--- src/rtl/ps2_kbd_rx.sv ---
module ps2_kbd_rx #(
  parameter int TIMEOUT_CYC = 5000
) (
  input  logic       clk_i,
  input  logic       rst_n_i,
  input  logic       kbd_clk_i,
  input  logic       kbd_dat_i,
  output logic [7:0] key_code_o,
  output logic       key_rel_o,
  output logic       key_vld_o,
  output logic       frame_err_o
);
  localparam int TW = $clog2(TIMEOUT_CYC + 1);
  localparam logic [3:0] LAST = 4'd10;

  logic [2:0]    kc_q;
  logic [1:0]    kd_q;
  logic [3:0]    bit_cnt;
  logic [9:0]    shf;
  logic [TW-1:0] idle_cnt;
  logic          rel_pend;

  wire fall    = kc_q[2] & ~kc_q[1];
  wire din     = kd_q[1];
  wire tmo_hit = (bit_cnt != 4'd0) && !fall && (idle_cnt == TW'(TIMEOUT_CYC - 1));
  wire stop_ev = fall && (bit_cnt == LAST);
  wire [7:0] byte_w = shf[8:1];
  wire frame_ok = ~shf[0] & din & (^shf[9:1]);

  always_ff @(posedge clk_i or negedge rst_n_i)
    if (!rst_n_i) begin
      kc_q <= 3'b111;
      kd_q <= 2'b11;
    end else begin
      kc_q <= {kc_q[1:0], kbd_clk_i};
      kd_q <= {kd_q[0], kbd_dat_i};
    end

  always_ff @(posedge clk_i or negedge rst_n_i)
    if (!rst_n_i) begin
      bit_cnt  <= '0;
      shf      <= '0;
      idle_cnt <= '0;
    end else begin
      if (fall || bit_cnt == 4'd0 || tmo_hit) idle_cnt <= '0;
      else                                   idle_cnt <= idle_cnt + 1'b1;
      if (fall) begin
        if (bit_cnt == LAST) bit_cnt <= '0;
        else begin
          bit_cnt <= bit_cnt + 1'b1;
          shf     <= {din, shf[9:1]};
        end
      end else if (tmo_hit) bit_cnt <= '0;
    end

  always_ff @(posedge clk_i or negedge rst_n_i)
    if (!rst_n_i) begin
      key_code_o  <= '0;
      key_rel_o   <= 1'b0;
      key_vld_o   <= 1'b0;
      frame_err_o <= 1'b0;
      rel_pend    <= 1'b0;
    end else begin
      key_vld_o   <= 1'b0;
      frame_err_o <= 1'b0;
      if (stop_ev) begin
        if (!frame_ok) frame_err_o <= 1'b1;
        else if (byte_w == 8'hF0) rel_pend <= 1'b1;
        else begin
          key_code_o <= byte_w;
          key_rel_o  <= rel_pend;
          key_vld_o  <= 1'b1;
          rel_pend   <= 1'b0;
        end
      end
    end

  AST_CNT_RANGE: assert property (@(posedge clk_i) disable iff (!rst_n_i)
    bit_cnt <= LAST);
  AST_NO_F0_OUT: assert property (@(posedge clk_i) disable iff (!rst_n_i)
    key_vld_o |-> key_code_o != 8'hF0);
  AST_PREFIX_CLEARED: assert property (@(posedge clk_i) disable iff (!rst_n_i)
    key_vld_o |-> !rel_pend);
  AST_ERR_KEEPS_PREFIX: assert property (@(posedge clk_i) disable iff (!rst_n_i)
    frame_err_o |-> $stable(rel_pend));
  AST_TIMEOUT_DROP: assert property (@(posedge clk_i) disable iff (!rst_n_i)
    tmo_hit |=> (bit_cnt == 4'd0) && !key_vld_o && !frame_err_o);
  AST_STROBE_EXCL: assert property (@(posedge clk_i) disable iff (!rst_n_i)
    !(key_vld_o && frame_err_o));
  AST_VLD_PULSE: assert property (@(posedge clk_i) disable iff (!rst_n_i)
    key_vld_o |=> !key_vld_o);
  AST_ERR_PULSE: assert property (@(posedge clk_i) disable iff (!rst_n_i)
    frame_err_o |=> !frame_err_o);
endmodule

--- config.mk ---
export PLATFORM = sky130hd
export DESIGN_NAME = ps2_kbd_rx
export DESIGN_NICKNAME = d
export VERILOG_FILES = /design/src/rtl/ps2_kbd_rx.sv
export SDC_FILE = /design/constraint.sdc
export NUM_CORES = 1
export LEC_CHECK = 0
export ABC_AREA = 1
export BUFFER_PORTS_ARGS = -buffer_cell sky130_fd_sc_hd__buf_4
export CAP_MARGIN = 10
export CORE_MARGIN = 1
export CORE_UTILIZATION = 40
export CTS_BUF_LIST = sky130_fd_sc_hd__clkbuf_8
export CTS_CLUSTER_SIZE = 10
export DETAILED_ROUTE_END_ITERATION = 6
export RECOVER_POWER = 100
export SLEW_MARGIN = 20
export SYNTH_ARGS = -nofsm -noshare
export SYNTH_HDL_FRONTEND = slang
export SYNTH_SLANG_ARGS = --single-unit
export TNS_END_PERCENT = 50
--- constraint.sdc ---
create_clock -name clk_i -period 1.65 [get_ports clk_i]
set_input_delay 0.0825 -clock clk_i [delete_from_list [all_inputs] [get_ports clk_i]]
set_output_delay 0.0825 -clock clk_i [all_outputs]
set_load 0.02 [all_outputs]
* Yosys cells after proc, flatten, opt, wreduce, memory -nomap -nowiden *
Cells that the tools add are included.
Widths: inputs -> output; s select.

storage, ports and cells
  flip-flop bits (word level) = 44
  bits of input ports = 4
  output and inout bits = 11
  logic and storage cells = 45

operators by class
  add/sub/neg operators = 2
  equality and inequality tests = 3
  multiplexer cells = 10
  bitwise logic cells = 7
  reduce and logical (&&, ||, !) cells = 13

operator list
  kind                   count
  $add 13x1->13 const B  1
  $eq 13x13->1 const B   1
  $mux 13                1
  $mux 4                 3
  $reduce_xor 9->1       1
  $eq 8x8->1 const B     1
  $mux 1                 6
  $add 4x1->4 const B    1
  $eq 4x4->1 const B     1
  $logic_not 4->1        1
  $not 1->1              4
  $reduce_and 2->1       2
  $reduce_bool 4->1      1
  $and 1x1->1            3
  $logic_and 1x1->1      3
  $reduce_and 3->1       1
  $logic_or 1x1->1       2
  $reduce_bool 2->1      1
  $logic_not 1->1        1

* Depth between registers and ports, before layout *
Gate-level depths: netlist of run 1.

  depth after elaboration = 7
  depth in mapped cells = 11

* Least setup slack after synthesis of run 1 *
Ideal clock, no wire load.

  kind = register to register
  start point = register shf[3]
  end point = register key_code_o[1]
  library setup time = 0.117 ns
  arrival = 1.330 ns
  data required time = 1.533 ns
  slack = 0.203 ns
  stages on the path, launching flop included = 12
  buffers on the path = 1
  clock period less this slack = 1.447 ns
  cells stage by stage = dfrtp_1 -> inv_1 -> ha_1 -> inv_2 -> nand2_1 -> nand3_1 -> nand2_1 -> nand2_1 -> nand2_2 -> buf_6 -> nand4_1 -> nand2_1

between the ends
  cells in the longest elaborated chain, start to end = 3

RTL lines
  element                                         line    source
  start: declaration                              19      logic [9:0] shf;
  start signal: assignment                        51      shf <= {din, shf[9:1]};
  $reduce_xor 9->1 or $eq 8x8->1 (tied branches)  28, 68
  $and 1x1->1 or $not 1->1 (tied branches)        --
  $reduce_and 3->1 (no source line) (*)           --
  end signal: assignment                          70      key_code_o <= byte_w;
  end: declaration                                8       output logic [7:0] key_code_o,

Mark *: on every way between the ends. The rest lies on a longest branch, timed or not.
A chain may end at the register's enable or synchronous reset.

* Final worst setup path of run 1 *
  start point = register shf[1]
  end point = register key_code_o[3]

The elaborated chain is that of the path after synthesis.

==> results.yml, run 1 <==
worst_setup_path:
  crit_fanout: 6
  crit_required_ns: 1.88
  cpMostUsedCell: "nand2_1"
  slowest_stage: "dfrtp_1"
  end_kind: "flop"
  critical_path.max_stage_delay_ns: 0.38
  critical_path.cell_chain: "inv_2 -> ha_4 -> inv_1 -> nand2_1 -> nand3_1 -> nand2_1 -> nand2_2 -> nand2_4 -> buf_4 -> nand4_1 -> nand2_1"
  cp.buffers_inverters: 3
  cp-start-kind: "flop"
  crit_family: "simple AND/OR/NAND/NOR gates"
  critPathArrivalTime_ns: 1.85
  critPathKind: "flop to flop"
yosys:
  syn_area_um2: 2170
  synth_top_family_by_area: "simple AND/OR/NAND/NOR gates"
  synth_fp_nets: 251
  synth_xor_area_share_pct: 2.02
  synthSimpleGateAreaFrac_pct: 31.0
  yosys_warnings: 0
  synth-adder-area-share_pct: 4.61
  synth_mux_area_share_pct: 0
  synth.yosys.seq_area_share_pct: 51.0
  synth-compound-area-share_pct: 4.50
  netlist_instances: 239
  post_synth_num_cell_types: 26
  synth_seq_cells: 44
  syn_area_per_cell_um2: 9.08
cts:
  cts_buffers: 5
  clk_latency_ns: 0.29
  cts_tree: "done"
  ctsRootBufferMaster: "clkbuf_8"
  cts_sinks: 44
  htreeDepth: 2
  path_clk_slew_ns: 0.08
  clockBufferDepth: 2
cells_and_area:
  area_growth_pct: 19.7
  antenna_cells: 0
  fin_cells: 348
  final_common_cell: "nand2_1"
  nets: 289
  fillers: 495
  final_cell_mix: "nand2_1, dfrtp_1, inv_1"
  drive_gt1_share_pct: 23.7
detailed_routing:
  drc_errors: 0
  drtPass1Iterations: 4
  viasPerCell: 4.72
  ant_nets: 0
  first_iter_violations: 87
  vias: 1644
  wl_per_cell_um: 11.5
  wl_mm: 4.00
min_path:
  hold_path_class: "flop to flop"
sta:
  tns_ns: 0
  timing.fmax_mhz: 619
  period_minus_slack_ns: 1.62
  clock_skew_ns: 0.00742
  setup_viol: 0
  finalHoldViolCount: 0
  slew_viol_final: 0
  worstMarginPinSlew_ns: 1.06
  slew_headroom_pct: 29.0
  post-route-period-util_pct: 98.0
  layout_setup_ws_ns: 0.0332
floorplan:
  std_cell_rows: 26
  io-pin-count: 15
  die_area_um2: 5730
  die_y_um: 75.7
  die_w_um: 75.7
  core-area_um2: 5170
  initial_core_util_pct: 42.0
place:
  dp.cells: 331
  io_buffers: 14
  hpwl_mm: 2.70
  preCtsSetupSlack_ns: 0.0416
  gp_congestion: 0.759
power_and_ir_drop:
  ir_drop_mv: 0.549
  p_leak_nw: 1.23
  power_density_nw_per_um2: 1280
global_route:
  grt_first_pass_wirelength_mm: 6.35
  grt_pass1_vias: 1454
  grt_max_degree: 45
  track_usage_pct: 14.9
  grt-ovfl-total: 0
  antenna_found_initial: 0
outcome:
  status: "finished, final reports clean"
job:
  maxCapViolations: 0
-- logic make-up (layout without fill, tap and decap cells) --
logic type | after synthesis | count (layout)
AO/OA/AOI/OAI | 18 | 18
XOR/XNOR | 5 | 5
adder cells (fa/ha/maj) | 8 | 8
buffers and inverters | 34 | 71
flip-flops | 44 | 44
AND/OR/NAND/NOR | 130 | 132
-- worst reg2reg max path, stage by stage (launching register included) --
cell     delay [ns]
dfrtp_1        0.38
inv_2          0.06
ha_4           0.27
inv_1          0.05
nand2_1        0.06
nand3_1        0.10
nand2_1        0.11
nand2_2        0.09
nand2_4        0.12
buf_4          0.16
nand4_1        0.09
nand2_1        0.09
-- metal layers --
metal  wire length, µm  track usage (%)  part of all wire (%)
met1              1960             19.5                    49
met2              1860             23.9                    46
met3               130             4.10                   3.3
met4                54             5.14                   1.4
met5                 0                0                     0
-- cell usage after synthesis (all sizes together) --
cell	instances	area share (%)
nand3	14	4.5
inv	30	5.2
nor2	20	5.8
nand4	13	3.7
a21oi	5	1.3
clkbuf	1	0.17
o2111ai	1	0.40
xor2	5	2.0
nor3	14	4.4
dfrtp	39	45
nand2	69	13
buf	3	1.6
o21ai	12	2.8
ha	8	4.6
dfstp	5	6.1
-- final timing paths --
| kind | startpoint | to | cells past startpoint | slack, ns |
|---|---|---|---|---|
| max | shf[1]$_DFFE_PN0P_ | key_code_o[3]$_DFFE_PN0P_ | 11 | 0.03 |
| min | kd_q[0]$_DFF_PN1_ | kd_q[1]$_DFF_PN1_ | 0 | 0.36 |
| max reg2reg | shf[1]$_DFFE_PN0P_ | key_code_o[3]$_DFFE_PN0P_ | 11 | 0.03 |
| min reg2reg | kd_q[0]$_DFF_PN1_ | kd_q[1]$_DFF_PN1_ | 0 | 0.36 |
| max in group asynchronous | rst_n_i | idle_cnt[3]$_DFF_PN0_ | 2 | 0.48 |
| min in group asynchronous | rst_n_i | rel_pend$_DFFE_PN0P_ | 2 | 0.51 |
-- registers in the layout, summed over array words and instances, names as in the netlist --
| register | flops |
|---|---|
| key_code_o | 8 |
| bit_cnt | 4 |
| kd_q | 2 |
| rel_pend | 1 |
| frame_err_o | 1 |
| idle_cnt | 13 |
| kc_q | 3 |
| key_rel_o | 1 |
| shf | 10 |
| key_vld_o | 1 |
-- power breakdown --
part	switching, mW	internal [mW]	leakage, nW
clock	0.341	0.285	0.0505
combinational	0.800	0.523	0.600
sequential	0.140	1.24	0.581
total	1.28	2.05	1.23
-- metrics by stage --
step | utilization [%] | hold WS (ns) | power, mW | area (µm²)
final | 50.2 | 0.357 | 3.33 | 2600
after global routing | 50.2 | 0.361 | 3.58 | 2600
after CTS | 49.1 | 0.333 | 3.11 | 2540
after detailed placement | 47.0 | 0.110 | 2.46 | 2430
after global placement | 47.0 | 0.112 | 2.43 | 2430
after floorplan | - | -0.213 | 2.20 | 2170
-- layout make-up --
class	count	area (µm²)	share of cell area, %
sequential	44	1110	42.6
multi-input combinational	163	990	38.1
timing repair buffer	33	220	8.47
inverter	30	113	4.33
tap	70	87.6	3.37
clock buffer	5	68.8	2.65
clock inverter	3	12.5	0.481
-- timing repair --
item                                    CTS  global route
hold endpoints to repair                 41             0
endpoints found under the setup margin    0            17
gates resized for setup                   0            15
buffers inserted                          0             4
hold buffers                              3             0
(Power assumes the default switching activity.)
==> inputs of run 2 (changes only) <==
clock period = 1.9 ns   (was 1.65 ns; I/O delays follow)
==> results.yml, run 2 (synthesis results as in run 1) <==
cells_and_area:
  fillers: 520
  top_register: "idle_cnt"
  reg.largest.list: "idle_cnt (13), shf (10), key_code_o (8)"
  area_growth_pct: 10.0
  regArea_um2: 1110
  nets: 271
  final_common_cell: "nand2_1"
  multi_input_area_um2: 897
  antenna_cells: 0
  final_cell_mix: "nand2_1, dfrtp_1, inv_1"
  drive_gt1_share_pct: 13.5
  largest_reg_flops: 13
job:
  maxCapViolations: 0
detailed_routing:
  first_iter_violations: 83
  ant_nets: 0
  vias: 1534
  drc_errors: 0
  wl_mm: 3.61
  wl_per_cell_um: 10.9
  viasPerCell: 4.65
  drtPass1Iterations: 4
worst_setup_path:
  slowest_stage: "dfrtp_1"
  critical_path.cell_chain: "inv_1 -> ha_1 -> nand2_1 -> nor2_2 -> nor2_4 -> inv_1 -> nand2_1 -> o21ai_1"
  critPathKind: "flop to flop"
  crit_required_ns: 2.08
  critical_path.max_stage_delay_ns: 0.39
  crit_fanout: 17
  end_kind: "flop"
  critPathArrivalTime_ns: 1.85
  cp-start-kind: "flop"
global_route:
  grt-ovfl-total: 0
  grt_pass1_vias: 1415
  grt_max_degree: 45
  antenna_found_initial: 0
  grt_first_pass_wirelength_mm: 6.22
  track_usage_pct: 14.7
sta:
  slew_headroom_pct: 28.7
  finalHoldViolCount: 0
  setup_viol: 0
  tns_ns: 0
  timing.fmax_mhz: 598
  slew_viol_final: 0
  rsz0062_at_grt: "false"
  clock_skew_ns: 0.00653
  period_minus_slack_ns: 1.67
  post-route-period-util_pct: 88.0
  worstMarginPinSlew_ns: 1.07
cts:
  htreeDepth: 2
  path_clk_slew_ns: 0.08
  clockBufferDepth: 2
  ctsRootBufferMaster: "clkbuf_8"
  cts_sinks: 44
  clk_latency_ns: 0.29
  cts_tree: "done"
  post_cts_buffers: 0
  cts_buffers: 5
place:
  io_buffers: 14
  gp_congestion: 0.761
  hpwl_mm: 2.55
power_and_ir_drop:
  power_density_nw_per_um2: 1070
  p_leak_nw: 1.14
  ir_drop_mv: 0.427
  total_power_mw: 2.56
floorplan:
  initial_core_util_pct: 42.0
  die_y_um: 75.7
  die_area_um2: 5730
  core-area_um2: 5170
  std_cell_rows: 26
  die_w_um: 75.7
  io-pin-count: 15
min_path:
  hold_path_class: "flop to flop"
outcome:
  status: "finished, final reports clean"
run 2: power by group:
| part | internal, mW | switching (mW) | total [mW] |
|---|---|---|---|
| registers | 1.08 | 0.138 | 1.22 |
| clock network | 0.290 | 0.308 | 0.598 |
| logic | 0.246 | 0.497 | 0.743 |
| total | 1.61 | 0.942 | 2.56 |
run 2: area by class of cell:
class                           instances  share of cell area, %
Sequential cell                        44                   46.4
Multi-Input combinational cell        161                   37.6
Inverter                               30                   4.71
Timing Repair Buffer                   17                   3.82
Tap cell                               70                   3.67
Clock buffer                            6                   3.46
Clock inverter                          2                  0.419
run 2: worst paths after layout:
check | start | end | slack, ns | cells past startpoint
setup / recovery | bit_cnt[0]$_DFFE_PN0P_ | shf[0]$_DFFE_PN0P_ | 0.23 | 8
hold / removal | kd_q[0]$_DFF_PN1_ | kd_q[1]$_DFF_PN1_ | 0.36 | 0
setup reg to reg | bit_cnt[0]$_DFFE_PN0P_ | shf[0]$_DFFE_PN0P_ | 0.23 | 8
hold reg to reg | kd_q[0]$_DFF_PN1_ | kd_q[1]$_DFF_PN1_ | 0.36 | 0
max in group asynchronous | rst_n_i | bit_cnt[0]$_DFFE_PN0P_ | 0.71 | 2
min in group asynchronous | rst_n_i | key_rel_o$_DFFE_PN0P_ | 0.53 | 2
run 2: layer usage:
layer | track usage [%] | part of all wire (%) | up-vias
met1 | 19.6 | 52 | 691
met4 | 4.94 | 1.2 | 0
met3 | 3.97 | 3.2 | 4
li1 | - | - | 817
met2 | 23.1 | 43 | 22
met5 | 0 | 0 | -
run 2: metrics by stage:
stage	hold WS [ns]	cells	util (%)	cell area (µm²)	setup slack, ns
3_3_place_gp	0.122	319	45.0	2330	0.190
4_1_cts	0.348	330	47.3	2450	0.176
6_report	0.357	330	46.2	2390	0.228
5_1_grt	0.362	330	46.2	2390	0.0289
3_5_place_dp	0.124	319	45.0	2330	0.189
2_1_floorplan	-0.201	239	-	2170	0.453
run 2: worst max-delay path: cells and delay by family (launching register included):
family | cells | cell delay, ns
adders and majority gates | 1 | 0.20
and+or+nand+nor | 4 | 0.60
DFF | 1 | 0.39
buffers and inverters | 2 | 0.30
AOI/OAI and AO/OA | 1 | 0.06
run 2: timing repair:
action                                  in CTS  in global routing
endpoints found under the setup margin       0                  2
endpoints found under the hold margin       41                  0
hold buffers                                 3                  0
gates resized for setup                      0                  1
==> inputs of run 3 (changes only) <==
CORE_UTILIZATION = 60   (was 40)
CTS_BUF_LIST = sky130_fd_sc_hd__clkbuf_16   (was sky130_fd_sc_hd__clkbuf_8)
PLACE_DENSITY = 0.79   (was default)
==> results.yml, run 3 (synthesis results as in run 1) <==
power_and_ir_drop:
  ir_drop_mv: 0.739
  p_seq_share_pct: 41.6
  intPower_mw: 1.94
  switchingPower_mw: 0.993
  swShare_pct: 33.8
  power_density_nw_per_um2: 1210
  combPwrFrac_pct: 26.3
  p_leak_nw: 1.17
  p_clk_share_pct: 32.1
worst_setup_path:
  critPathArrivalTime_ns: 1.90
  reg2reg_depth: 9
  critPathKind: "flop to flop"
  critical_path.max_stage_delay_ns: 0.41
  slowest_stage: "dfrtp_1"
  crit_fanout: 10
  cp-start-kind: "flop"
  rr_startpoint: "bit_cnt[0]$_DFFE_PN0P_"
  cpMostUsedCell: "nand2_1"
  rr_endpoint: "key_code_o[6]$_DFFE_PN0P_"
  reg2reg_slack_ns: 0.17
  critical_path.cell_chain: "inv_1 -> ha_1 -> nand2_1 -> nor2_2 -> nand2_4 -> nor2_8 -> nand3_4 -> nand2_1 -> nand2_1"
  end_kind: "flop"
  crit_required_ns: 2.07
cells_and_area:
  drive_gt1_share_pct: 13.5
  final_common_cell: "nand2_1"
  regArea_um2: 1110
  area_growth_pct: 12.1
  top_register: "idle_cnt"
  multi_input_area_um2: 901
  fillers: 256
  antenna_cells: 0
  nets: 271
  final_cell_mix: "nand2_1, dfrtp_1, inv_1"
  reg.largest.list: "idle_cnt (13), shf (10), key_code_o (8)"
  largest_reg_flops: 13
detailed_routing:
  wl_per_cell_um: 12.5
  viasPerCell: 5.25
  drc_errors: 0
  first_iter_violations: 113
  wl_mm: 3.83
  drtPass1Iterations: 4
  vias: 1607
  ant_nets: 0
sta:
  rsz0062_at_grt: "false"
  slew_viol_final: 0
  period_minus_slack_ns: 1.73
  slew_headroom_pct: 31.9
  setup_viol: 0
  worstMarginPinSlew_ns: 1.02
  tns_ns: 0
  layout_setup_ws_ns: 0.174
  timing.fmax_mhz: 579
  finalHoldViolCount: 0
  clock_skew_ns: 0.00433
  post-route-period-util_pct: 90.9
min_path:
  holdPathEnd: "kd_q[1]$_DFF_PN1_"
  hold_depth: 0
  hold_path_class: "flop to flop"
  worstHoldStart: "kd_q[0]$_DFF_PN1_"
cts:
  clockBufferDepth: 2
  path_clk_slew_ns: 0.06
  cts_buffers: 5
  post_cts_buffers: 0
  htreeDepth: 2
  cts_sinks: 44
  cts_tree: "done"
  ctsRootBufferMaster: "clkbuf_16"
  clk_latency_ns: 0.28
global_route:
  grt_first_pass_wirelength_mm: 7.08
  grt_pass1_vias: 1624
  antenna_found_initial: 0
  grt-ovfl-total: 0
  grt_max_degree: 45
  track_usage_pct: 23.4
place:
  hpwl_mm: 2.58
  gp_congestion: 0.834
  io_buffers: 14
  preCtsSetupSlack_ns: 0.161
floorplan:
  initial_core_util_pct: 64.0
  std_cell_rows: 21
  core-area_um2: 3390
  die_w_um: 62.2
  io-pin-count: 15
  die_y_um: 62.2
  die_area_um2: 3860
outcome:
  status: "finished, final reports clean"
job:
  maxCapViolations: 0
==> run 3: changes by cell type in the layout (fill, tap and decap cells not counted), sizes merged <==
cell / previous run / this run
bufinv: 0 / 1
clkinv: 2 / 1
inv: 30 / 31
clkbuf: 20 / 19
==> run 3: how the worst max path moves through the flow <==
| stage | startpoint | endpoint | depth (start not counted) |
|---|---|---|---|
| after CTS | shf[3]$_DFFE_PN0P_ | key_code_o[6]$_DFFE_PN0P_ | 10 |
| after floorplan | shf[3]$_DFFE_PN0P_ | key_code_o[1]$_DFFE_PN0P_ | 11 |
| after global placement | shf[3]$_DFFE_PN0P_ | key_code_o[6]$_DFFE_PN0P_ | 10 |
| after global routing | shf[2]$_DFFE_PN0P_ | key_code_o[5]$_DFFE_PN0P_ | 11 |
| final | bit_cnt[0]$_DFFE_PN0P_ | key_code_o[6]$_DFFE_PN0P_ | 9 |
| after detailed placement | shf[3]$_DFFE_PN0P_ | key_code_o[6]$_DFFE_PN0P_ | 10 |
==> run 3: critical path, delay by kind of cell, from the launching register on <==
family	cells	cell delay, ns
simple gates	7	0.89
fa+ha+maj	1	0.17
buf+inv	1	0.14
flops	1	0.41
==> run 3: metrics by stage <==
stage	cell area (µm²)	total power [mW]	utilization [%]	std cells	hold slack, ns
CTS	2490	2.96	73.5	306	0.356
global route	2430	3.14	71.8	306	0.361
finish	2430	2.94	71.8	306	0.355
floorplan	2170	1.91	-	239	-0.201
global placement	2300	1.97	67.7	295	0.112
detailed placement	2300	2.01	67.7	295	0.114
==> run 3: layer usage <==
layer | up-vias | wire length [µm] | global-route usage, %
met5 | - | 0 | 0
met4 | 0 | 87 | 9.59
met3 | 10 | 150 | 5.51
met2 | 34 | 1790 | 38.9
met1 | 751 | 1810 | 29.6
li1 | 812 | - | -
==> run 3: layout make-up <==
| type | count | share of cell area (%) |
|---|---|---|
| sequential | 44 | 45.5 |
| multi-input combinational | 161 | 37.0 |
| clock buffer | 5 | 5.14 |
| inverter | 30 | 4.63 |
| timing repair buffer | 17 | 3.75 |
| tap | 46 | 2.37 |
| clock inverter | 3 | 1.59 |
==> run 3: power by group through the flow <==
| stage | clock (mW) | combinational [mW] | sequential [mW] |
|---|---|---|---|
| 2_1_floorplan | 0 | 0.695 | 1.22 |
| 3_3_place_gp | 0 | 0.734 | 1.23 |
| 3_5_place_dp | 0 | 0.767 | 1.24 |
| 4_1_cts | 0.959 | 0.777 | 1.22 |
| 5_1_grt | 1.00 | 0.896 | 1.24 |
| 6_report | 0.942 | 0.773 | 1.22 |
==> run 3: repair_timing <==
action / in CTS / in global routing
hold buffers: 3 / 0
setup endpoints to repair: 0 / 8
resized for setup: 0 / 1
hold endpoints to repair: 41 / 0
